[config.mk]
export PLATFORM = sky130hd
export DESIGN_NAME = wdog_timer
export DESIGN_NICKNAME = d
export VERILOG_FILES = /design/src/rtl/wdog_pkg.sv /design/src/rtl/wdog_regs.sv /design/src/rtl/wdog_counter.sv /design/src/rtl/wdog_action.sv /design/src/rtl/wdog_timer.sv
export SDC_FILE = /design/constraint.sdc
export NUM_CORES = 1
export LEC_CHECK = 0
export BUFFER_PORTS_ARGS = -buffer_cell sky130_fd_sc_hd__clkbuf_2
export CAP_MARGIN = 0
export CORE_ASPECT_RATIO = 0.6
export CORE_MARGIN = 2
export CORE_UTILIZATION = 35
export DETAILED_ROUTE_END_ITERATION = 12
export PLACE_DENSITY = 0.56
export REMOVE_ABC_BUFFERS = 1
export SLEW_MARGIN = 20
export SYNTH_ARGS = -nofsm -noshare
export SYNTH_HDL_FRONTEND = slang
export SYNTH_SLANG_ARGS = --single-unit
[constraint.sdc]
create_clock -name clk -period 2.4 [get_ports clk]
set_input_delay 0 -clock clk [delete_from_list [all_inputs] [get_ports clk]]
set_output_delay 0 -clock clk [all_outputs]
set_load 0.01 [all_outputs]
[src/rtl/wdog_pkg.sv]
package wdog_pkg;

    typedef enum logic [1:0] {
        ACT_RESET = 2'd0,
        ACT_NMI   = 2'd1,
        ACT_IRQ   = 2'd2,
        ACT_IRQ_B = 2'd3
    } wd_action_e;

    typedef enum logic [1:0] {
        RA_START  = 2'd0,
        RA_CTRL   = 2'd1,
        RA_RELOAD = 2'd2,
        RA_CAUSE  = 2'd3
    } wd_addr_e;

    typedef struct packed {
        wd_action_e act;
        logic       en;
    } wd_ctrl_t;

    localparam int CTRL_W = $bits(wd_ctrl_t);

    function automatic logic is_irq(wd_action_e a);
        return (a == ACT_IRQ) || (a == ACT_IRQ_B);
    endfunction

endpackage

[src/rtl/wdog_regs.sv]
module wdog_regs
    import wdog_pkg::*;
#(
    parameter int CNT_W = 32
) (
    input  logic             clk,
    input  logic             rst,
    input  logic             wr_en,
    input  logic [1:0]       addr,
    input  logic [CNT_W-1:0] wdata,
    input  logic             cause_set,
    input  logic [CNT_W-1:0] cnt,
    output logic [CNT_W-1:0] start_q,
    output wd_ctrl_t         ctrl_q,
    output logic             cause_q,
    output logic             start_wr,
    output logic             reload_wr,
    output logic [CNT_W-1:0] rdata
);

    localparam int PAD_W = CNT_W - CTRL_W;

    wd_addr_e sel;
    assign sel       = wd_addr_e'(addr);
    assign start_wr  = wr_en && (sel == RA_START);
    assign reload_wr = wr_en && (sel == RA_RELOAD);

    always_ff @(posedge clk) begin
        if (rst) begin
            start_q <= '0;
            ctrl_q  <= '0;
            cause_q <= 1'b0;
        end else begin
            if (start_wr)
                start_q <= wdata;
            if (wr_en && sel == RA_CTRL)
                ctrl_q <= wd_ctrl_t'(wdata[CTRL_W-1:0]);
            if (cause_set)
                cause_q <= 1'b1;
            else if (wr_en && sel == RA_CAUSE && wdata[0])
                cause_q <= 1'b0;
        end
    end

    always_comb begin
        unique case (sel)
            RA_START:  rdata = start_q;
            RA_CTRL:   rdata = {{PAD_W{1'b0}}, ctrl_q};
            RA_RELOAD: rdata = cnt;
            RA_CAUSE:  rdata = {{(CNT_W-1){1'b0}}, cause_q};
            default:   rdata = '0;
        endcase
    end

endmodule

[src/rtl/wdog_counter.sv]
module wdog_counter #(
    parameter int CNT_W = 32
) (
    input  logic             clk,
    input  logic             rst,
    input  logic             en,
    input  logic             start_wr,
    input  logic             reload_wr,
    input  logic [CNT_W-1:0] wdata,
    input  logic [CNT_W-1:0] start_val,
    output logic [CNT_W-1:0] cnt_q,
    output logic             expire
);

    logic spent_q;
    logic at_zero;

    assign at_zero = (cnt_q == '0);
    assign expire  = en && at_zero && !spent_q && !start_wr && !reload_wr;

    always_ff @(posedge clk) begin
        if (rst) begin
            cnt_q   <= '0;
            spent_q <= 1'b0;
        end else if (start_wr) begin
            cnt_q   <= wdata;
            spent_q <= 1'b0;
        end else if (reload_wr) begin
            cnt_q   <= start_val;
            spent_q <= 1'b0;
        end else if (en) begin
            if (!at_zero)
                cnt_q <= cnt_q - 1'b1;
            else
                spent_q <= 1'b1;
        end
    end

endmodule

[src/rtl/wdog_action.sv]
module wdog_action
    import wdog_pkg::*;
#(
    parameter int RST_HOLD = 16
) (
    input  logic       clk,
    input  logic       rst,
    input  logic       expire,
    input  wd_action_e act,
    output logic       cause_set,
    output logic       rst_req,
    output logic       nmi,
    output logic       irq
);

    localparam int HOLD_W = $clog2(RST_HOLD + 1);

    logic [HOLD_W-1:0] hold_q;
    logic              holding;

    assign holding   = (hold_q != '0);
    assign cause_set = expire && (act == ACT_RESET);
    assign rst_req   = holding;

    always_ff @(posedge clk) begin
        if (rst) begin
            hold_q <= '0;
            nmi    <= 1'b0;
            irq    <= 1'b0;
        end else begin
            nmi <= expire && !holding && (act == ACT_NMI);
            irq <= expire && !holding && is_irq(act);
            if (cause_set)
                hold_q <= HOLD_W'(RST_HOLD);
            else if (holding)
                hold_q <= hold_q - 1'b1;
        end
    end

endmodule

[src/rtl/wdog_timer.sv]
module wdog_timer
    import wdog_pkg::*;
#(
    parameter int CNT_W    = 32,
    parameter int RST_HOLD = 16
) (
    input  logic             clk,
    input  logic             rst,
    input  logic             wr_en,
    input  logic [1:0]       addr,
    input  logic [CNT_W-1:0] wdata,
    output logic [CNT_W-1:0] rdata,
    output logic             wd_rst_req,
    output logic             wd_nmi,
    output logic             wd_irq
);

    logic [CNT_W-1:0] start_q;
    logic [CNT_W-1:0] cnt_q;
    wd_ctrl_t         ctrl_q;
    logic             en_q;
    logic             status_q;
    logic             start_wr;
    logic             reload_wr;
    logic             expire;
    logic             cause_set;

    assign en_q = ctrl_q.en;

    wdog_regs #(.CNT_W(CNT_W)) u_regs (
        .clk       (clk),
        .rst       (rst),
        .wr_en     (wr_en),
        .addr      (addr),
        .wdata     (wdata),
        .cause_set (cause_set),
        .cnt       (cnt_q),
        .start_q   (start_q),
        .ctrl_q    (ctrl_q),
        .cause_q   (status_q),
        .start_wr  (start_wr),
        .reload_wr (reload_wr),
        .rdata     (rdata)
    );

    wdog_counter #(.CNT_W(CNT_W)) u_counter (
        .clk       (clk),
        .rst       (rst),
        .en        (en_q),
        .start_wr  (start_wr),
        .reload_wr (reload_wr),
        .wdata     (wdata),
        .start_val (start_q),
        .cnt_q     (cnt_q),
        .expire    (expire)
    );

    wdog_action #(.RST_HOLD(RST_HOLD)) u_action (
        .clk       (clk),
        .rst       (rst),
        .expire    (expire),
        .act       (ctrl_q.act),
        .cause_set (cause_set),
        .rst_req   (wd_rst_req),
        .nmi       (wd_nmi),
        .irq       (wd_irq)
    );

endmodule

# Word-level counts from Yosys, hierarchy flattened
# Index checks and enable logic that the tools add are counted.
word_totals:
  output_inout_bits: 35
  ff_bits: 76
  input_bits: 37
op_classes:
  reduce_logical: 29
  mux: 9
  eq_ne: 7
  n_addsub: 2
op_table:
  columns: ["cell", "n"]
  rows:
  - ["two-way mux 32 bit", 4]
  - ["one-hot mux 32 bit (4 select lines)", 1]
  - ["logical NOT 32 bit", 1]
  - ["subtractor 32 x 1 -> 32 bit, second input constant", 1]
  - ["logical AND 1 bit", 13]
  - ["two-way mux 5 bit", 2]
  - ["equality test 2 bit, second input constant", 4]
  - ["nonzero test 5 bit", 1]
  - ["subtractor 5 x 1 -> 5 bit, second input constant", 1]
  - ["equality test 2 x 1 -> 1 bit, second input constant", 2]
  - ["logical NOT 1 bit", 4]
  - ["logical NOT 2 bit", 2]
  - ["AND reduction 2 bit", 2]
  - ["nonzero test 2 bit", 2]
  - ["inequality test 3 x 1 -> 1 bit, second input constant", 1]
  - ["nonzero test 3 bit", 1]
  - ["OR reduction 3 bit", 1]
  - ["two-way mux 1 bit", 2]
  - ["OR reduction 2 bit", 1]
  - ["logical OR 1 bit", 1]

# Longest topological paths before layout
# Gate-level depths: netlist (run 1).
depth:
  ltp_word: 7
  depth_mapped: 10

# Modules after synthesis
# Synthesis (run 1) repeated with hierarchy kept, for this count alone.
hier_totals:
  cells_unflattened: 606
  area_unflattened_um2: 5154.9
modules_own_cells:
  columns: ["module", "area_per_inst_um2", "n_inst", "cells_per_inst"]
  rows:
  - ["wdog_counter", 2693.8, 1, 348]
  - ["wdog_regs", 2153.3, 1, 228]
  - ["wdog_action", 307.8, 1, 30]

# Least setup slack after synthesis (run 1)
# No wires, ideal clock.
synth_path:
  kind: "flip-flop to flip-flop"
  from: "register u_counter.cnt_q[0]"
  to: "register u_counter.cnt_q[19]"
  path_buffers: 2
  arrival_ns: 2.348
  stages_incl_launch_ff: 11
  synth_period_minus_slack_ns: 2.438
  path_slack_ns: -0.038
  required_time_ns: 2.309
  cell_sequence: "dfxtp_1 -> inv_1 -> ha_1 -> nor4b_2 -> and4_1 -> a31oi_1 -> or2_1 -> clkbuf_1 -> clkbuf_1 -> nor2_1 -> a311oi_1"
synth_between:
  elab_chain_cells: 5
  word_cells_on_any_way: 8
synth_rtl:
  columns: ["element", "line_no", "rtl"]
  rows:
  - ["start: declaration", "wdog_counter.sv:11", "output logic [CNT_W-1:0] cnt_q,"]
  - ["start signal: assignment", "wdog_counter.sv:26", "cnt_q <= wdata;"]
  - ["start signal: assignment", "wdog_counter.sv:29", "cnt_q <= start_val;"]
  - ["start signal: assignment", "wdog_counter.sv:33", "cnt_q <= cnt_q - 1'b1;"]
  - ["subtractor 32 x 1 -> 32 bit", "wdog_counter.sv:33", null]
  - ["two-way mux 32 bit", "wdog_counter.sv:32", "if (!at_zero)"]
  - ["two-way mux 32 bit", "wdog_counter.sv:31", "end else if (en) begin"]
  - ["two-way mux 32 bit", "wdog_counter.sv:28", "end else if (reload_wr) begin"]
  - ["two-way mux 32 bit", "wdog_counter.sv:25", "end else if (start_wr) begin"]
# Several ways; a longest one is shown, not always the timed one. The select of a mux whose other input is x is not followed.
# A chain may end at the register's enable or synchronous reset.

# Worst setup path in the final report (run 1)
layout_path:
  from: "register u_counter.cnt_q[7]"
  to: "register u_counter.cnt_q[22]"
# The elaborated chain is that of the path after synthesis.

==> results of run 1 <==
-- timing repair --
item / in CTS / in global routing
gates cloned: 0 / 1
endpoints found under the hold margin: 53 / 0
setup endpoints to repair: 7 / 22
hold buffers: 32 / 0
pin swaps: 2 / 17
gates resized for setup: 5 / 29
buffers inserted: 0 / 3
-- metrics by stage --
step | hold WS (ns) | instance area (µm²) | setup WS [ns] | power, mW
after floorplan | 0.04753 | 4214 | -0.5562 | 2.139
after global placement | 0.2399 | 5174 | -0.08864 | 2.575
after detailed placement | 0.2489 | 5174 | -0.08787 | 2.590
after CTS | 0.1042 | 5836 | 0.003562 | 4.102
after global routing | 0.1597 | 5982 | -0.1339 | 4.372
final | 0.1145 | 5982 | -0.06640 | 4.156
-- power by group through the flow --
stage                     logic [mW]  registers, mW  clock network (mW)
after floorplan                0.663           1.48                   0
after global placement          1.09           1.48                   0
after detailed placement        1.10           1.49                   0
after CTS                       1.17           1.46                1.48
after global routing            1.37           1.48                1.53
final                           1.24           1.46                1.45
-- cell type report --
class,count,area (µm²),share of cell area
Clock inverter,4,73.82,0.01234
Inverter,10,37.54,0.006275
Timing Repair Buffer,156,1114,0.1862
Tap cell,165,206.4,0.03451
Clock buffer,12,236.5,0.03953
Sequential cell,76,1521,0.2543
Multi-Input combinational cell,449,2793,0.4668
-- per-layer routing --
metal,track usage,vias up,wire length [µm]
met1,0.3344,2185,7680
met4,0.04127,0,91
met2,0.2857,152,5884
met5,0,-,0
met3,0.05226,10,881
li1,-,2301,-
-- how the worst max path moves through the flow --
stage                             from             endpoint  slack, ns  cells after the start
floorplan                      addr[1]   u_counter.cnt_q[6]      -0.56                      5
global placement    u_counter.cnt_q[6]  u_counter.cnt_q[22]      -0.09                      6
detailed placement  u_counter.cnt_q[6]  u_counter.cnt_q[22]      -0.09                      6
CTS                 u_counter.cnt_q[6]  u_counter.cnt_q[22]      0.004                      6
global route        u_counter.cnt_q[7]  u_counter.cnt_q[29]      -0.13                      7
finish              u_counter.cnt_q[7]  u_counter.cnt_q[22]      -0.07                      6
-- cell usage in the layout (no fill, tap or decap), types with 7 or more instances in the layout --
| cell type | Yosys | final |
|---|---|---|
| nand2_1 | 101 | 101 |
| dfxtp_1 | 76 | 76 |
| nor2_1 | 75 | 73 |
| clkbuf_2 | 1 | 71 |
| a21oi_1 | 64 | 64 |
| buf_4 | 0 | 47 |
| mux2i_1 | 36 | 36 |
| dlygate4sd3_1 | 0 | 32 |
| o21ai_0 | 21 | 17 |
| xnor2_1 | 13 | 13 |
| a311oi_1 | 17 | 13 |
| inv_1 | 10 | 10 |
| nor3_1 | 10 | 10 |
| nor4_1 | 13 | 9 |
| nand3_1 | 9 | 9 |
| clkbuf_16 | 0 | 9 |
| xor2_1 | 7 | 7 |
| o21ai_1 | 3 | 7 |
-- critical path, cell delays in order, from the launching register on --
cell	delay, ns
dfxtp_1	0.32
or4_4	0.56
or4_4	0.59
nor4_2	0.42
xnor2_1	0.17
o21ai_1	0.07
a311oi_1	0.24
-- flip-flops by register name, indices dropped and copies added (netlist names) --
signal,count
u_action.hold_q,5
u_action.irq,1
u_action.nmi,1
u_counter.cnt_q,32
u_counter.spent_q,1
u_regs.cause_q,1
u_regs.ctrl_q,3
u_regs.start_q,32
-- kinds of logic (layout without fill, tap and decap cells) --
| family | count (synthesis) | count (layout) | share of synthesized area |
|---|---|---|---|
| AOI/OAI and AO/OA | 138 | 138 | 0.1923 |
| xor gates and xnor gates | 20 | 20 | 0.03959 |
| adders and majority gates | 3 | 3 | 0.008485 |
| buffers and inverters | 60 | 182 | 0.05600 |
| DFF | 76 | 76 | 0.3439 |
| muxes | 37 | 37 | 0.08654 |
| and+or+nand+nor | 251 | 251 | 0.2732 |
==> results.py, run 1 <==
metrics = {
    "detailed_routing": {
        "ant_nets": 0,
        "drtIter0Drc": 343,
        "routed_wl_mm": 14.54,
        "dr.pass1.iters": 7,
        "num_vias": 4648,
        "viasPerCell": 5.330,
        "drt-wirelength-per-cell_um": 16.67,
        "route.detailed.drc": 0,
    },
    "power_and_ir_drop": {
        "combPwrFrac": 0.299,
        "intPower_mw": 2.850,
        "p_switching_mw": 1.306,
        "clkPwrFrac": 0.349,
        "p_leak_nw": 2.421,
        "p_per_area_nw_per_um2": 694.8,
        "p_seq_frac": 0.352,
        "irDropWorstVdd_v": 0.0003389,
        "p_sw_frac": 0.3142,
    },
    "status": {
        "violations": "setup timing",
        "status": "finished with violations",
    },
    "die": {
        "core-area_um2": 12180,
        "initial_core_util": 0.3633,
        "die_width_um": 149.1,
        "die_area_um2": 13590,
        "die_h_um": 91.09,
        "io_pins": 72,
        "placementRows": 31,
    },
    "synth": {
        "syn_avg_cell_area_um2": 7.563,
        "synth_area_leaders": "dfxtp_1, nand2_1, mux2i_1",
        "synth_common_cells": "nand2_1, dfxtp_1, nor2_1",
        "synth_cells": 585,
        "synth_top_area_frac": 0.3439,
        "synth_cell_types": 59,
        "async_reset_ff_frac": 0,
        "synth.cell_area_um2": 4424,
        "yosysMostFrequentCell": "nand2_1",
        "synth_top_flop_cell": "dfxtp_1",
        "synth_seq_cells": 76,
        "yosysSeqAreaShare": 0.3439,
        "yosysWarnings": 0,
        "synth-edff-count": 0,
        "yosysTopAreaCell": "dfxtp_1",
    },
    "run": {
        "cap_viol_max_count": 0,
    },
    "cts": {
        "path_clk_slew_ns": 0.06,
        "numCtsBuffers": 9,
        "ctsRootBufferMaster": "clkbuf_16",
        "clock_path_buffers": 2,
        "worstSkewPairLatency_ns": 0.34,
        "cts_sinks": 76,
        "htreeDepth": 3,
        "cts_tree": "built",
    },
    "placement": {
        "hpwl_mm": 10.27,
        "io_buffers": 71,
        "place_congestion": 0.9923,
        "dp_cells": 820,
    },
    "finish": {
        "drive_gt1_frac": 0.2390,
        "fin_nets": 742,
        "antenna_cells": 0,
        "area_growth_syn_to_layout_pct": 35.21,
        "n_fill_cell": 1237,
        "stdcell_count": 872,
        "final_util": 0.4912,
    },
    "global_route": {
        "grt_usage": 0.2122,
        "antenna_found_initial": 0,
        "grt_max_degree": 46,
        "grt_pass1_vias": 4263,
        "grt_pass1_wl_mm": 22.91,
        "grt_overflow": 0,
    },
    "critical_path": {
        "rr_startpoint": "u_counter.cnt_q[7]",
        "rr_worst_depth": 6,
        "cp-start-kind": "flop",
        "crit_type": "flop to flop",
        "timing.critical_path.fanout_max": 4,
        "r2r-end": "u_counter.cnt_q[22]",
        "end_kind": "flop",
        "reg2reg_setup_slack_ns": -0.07,
        "cp.required_ns": 2.65,
        "arrival_ns": 2.72,
    },
    "min_path": {
        "hp-class": "input port to flop",
        "hp-start": "wr_en",
        "min_to": "u_regs.cause_q",
        "hold_depth": 4,
    },
    "timing": {
        "rsz0062_at_grt": "yes",
        "tightestPinTransition_ns": 0.7532,
        "max_freq_mhz": 405.4,
        "finalSetupTns_ns": -0.07142,
        "worst_slack_ns": -0.06640,
        "skew_ns": 0.007026,
        "setup_viol": 2,
        "layout_min_cycle_time_ns": 2.466,
        "hold_violations": 0,
        "slew_headroom": 0.4978,
        "drv_slew": 0,
        "period_share": 1.028,
    },
}
(Power assumes the default switching activity.)
==> run 2, diff against run 1 <==
GPL_TIMING_DRIVEN = 0   (was unset)
==> run 2 against run 1 <==
  * The run still ends with setup timing left
  * Clock-buffer cell count decreased by 1
  * Power fell by 1.6%
  * Clock skew is 0.00084 ns lower
  * Final area increased by 0.46%
  * Worst hold slack lost 0.010 ns
  * Die area unchanged
  * Cell count is 1.8% lower
  * Core utilization grew 0.23 points
  * Critical path depth increased by 1
  * Worst setup slack better by 0.021 ns
  * Flip-flop and latch count stayed put
  * Highest routed layer unchanged
==> results.py, run 2 (synthesis gave the netlist of run 1 again) <==
metrics = {
    "finish": {
        "drive_gt1_frac": 0.2402,
        "antenna_cells": 0,
        "fin_nets": 726,
        "n_fill_cell": 1207,
        "stdcell_count": 856,
        "area_growth_syn_to_layout_pct": 35.83,
        "top_regs": "u_counter.cnt_q x32, u_regs.start_q x32, u_action.hold_q x5",
        "layout_common_cells": "nand2_1, nor2_1, dfxtp_1",
        "final_common_cell": "nand2_1",
        "fin_area_um2": 6010,
    },
    "critical_path": {
        "arrival_ns": 2.70,
        "worstSetupPathDepth": 7,
        "rr_worst_depth": 7,
        "cp_cell_sequence": "or4_4 > nor4_4 > buf_6 > nand4b_1 > or3_1 > a31o_1 > a311oi_2",
        "crit_slowest_cell": "or4_4",
        "end_kind": "flop",
        "cp_num_buf_inv": 1,
        "cp-start-kind": "flop",
        "timing.critical_path.fanout_max": 4,
        "cp.required_ns": 2.65,
        "cp_slowest_stage_delay_ns": 0.55,
        "cp_top_family": "simple AND/OR/NAND/NOR gates",
        "crit_type": "flop to flop",
    },
    "die": {
        "die_width_um": 149.1,
        "core-area_um2": 12180,
        "die_area_um2": 13590,
        "io_pins": 72,
        "initial_core_util": 0.3633,
        "placementRows": 31,
        "die_h_um": 91.09,
    },
    "placement": {
        "place_congestion": 0.8357,
        "dp_cells": 777,
        "placed_area_um2": 4890,
        "place_ws_ns": -1.197,
        "io_buffers": 71,
        "hpwl_mm": 9.067,
    },
    "timing": {
        "drv_slew": 0,
        "tightestPinTransition_ns": 1.013,
        "hold_violations": 0,
        "worst_slack_ns": -0.04507,
        "skew_ns": 0.006181,
        "layout_min_cycle_time_ns": 2.445,
        "setup_viol": 5,
        "max_freq_mhz": 409.0,
        "finalSetupTns_ns": -0.1591,
        "slew_headroom": 0.3247,
        "period_share": 1.019,
        "rsz0062_at_grt": "yes",
    },
    "detailed_routing": {
        "drtIter0Drc": 317,
        "dr.pass1.iters": 5,
        "viasPerCell": 5.350,
        "routed_wl_mm": 13.98,
        "route.detailed.drc": 0,
        "num_vias": 4580,
        "ant_nets": 0,
        "drt-wirelength-per-cell_um": 16.34,
    },
    "cts": {
        "cts_tree": "built",
        "numCtsBuffers": 9,
        "ctsRootBufferMaster": "clkbuf_16",
        "htreeDepth": 3,
        "clock_path_buffers": 2,
        "cts_sinks": 76,
        "path_clk_slew_ns": 0.06,
        "worstSkewPairLatency_ns": 0.34,
    },
    "power_and_ir_drop": {
        "p_per_area_nw_per_um2": 680.7,
        "irDropWorstVdd_v": 0.0003436,
        "p_leak_nw": 2.385,
        "p_total_mw": 4.091,
    },
    "status": {
        "status": "finished with violations",
        "violations": "setup timing",
    },
    "min_path": {
        "hp-class": "input port to flop",
        "hold_depth": 4,
    },
    "global_route": {
        "grt_usage": 0.2079,
        "grt_max_degree": 66,
        "grt_pass1_wl_mm": 22.56,
        "grt_overflow": 0,
        "antenna_found_initial": 0,
        "grt_pass1_vias": 4313,
    },
    "run": {
        "cap_viol_max_count": 0,
    },
}
==> run 2: cell type report <==
type / instances / area (µm²) / area share
Clock inverter: 5 / 61.31 / 0.01020
Tap cell: 165 / 206.4 / 0.03435
Multi-Input combinational cell: 450 / 2890 / 0.4809
Timing Repair Buffer: 139 / 1041 / 0.1732
Sequential cell: 76 / 1530 / 0.2546
Inverter: 10 / 37.54 / 0.006246
Clock buffer: 11 / 242.7 / 0.04039
==> run 2: where the power goes <==
part	switching, mW	internal (mW)	total, mW
combinational	0.649	0.555	1.20
sequential	0.133	1.37	1.50
clock	0.553	0.836	1.39
total	1.33	2.76	4.09
==> run 2: worst paths after layout <==
| check | start | end | slack [ns] |
|---|---|---|---|
| setup / recovery | u_counter.cnt_q[12] | u_counter.cnt_q[31] | -0.05 |
| hold / removal | wr_en | u_regs.cause_q | 0.10 |
| setup reg to reg | u_counter.cnt_q[12] | u_counter.cnt_q[31] | -0.05 |
| hold reg to reg | u_regs.cause_q | u_regs.cause_q | 0.46 |
==> run 2: through the flow <==
stage               hold WS, ns  utilization
floorplan               0.04753            -
global placement         0.2369       0.3921
detailed placement       0.2480       0.4015
CTS                     0.08421       0.4760
global route             0.1678       0.4934
finish                   0.1041       0.4934
==> run 2: worst reg2reg max path, delay by kind of cell (launching register included) <==
| kind | cells | cell delay [ns] |
|---|---|---|
| buffers and inverters | 1 | 0.15 |
| flip-flops | 1 | 0.36 |
| AO/OA/AOI/OAI | 2 | 0.46 |
| AND/OR/NAND/NOR | 4 | 1.40 |
==> run 2: routing by layer <==
layer / global-route usage / share of wire / vias to the layer above
met5: 0 / 0 / -
met4: 0.04048 / 0.0068 / 0
met3: 0.03970 / 0.074 / 13
met2: 0.3030 / 0.41 / 174
met1: 0.3159 / 0.51 / 2117
li1: - / - / 2276
==> run 2: repair_timing <==
| action | 4_1_cts | 5_1_grt |
|---|---|---|
| cloned | 1 | 0 |
| pin swaps | 12 | 17 |
| endpoints found under the hold margin | 54 | 0 |
| setup buffers | 12 | 13 |
| setup endpoints to repair | 40 | 38 |
| hold buffers | 38 | 0 |
| resized for setup | 24 | 31 |
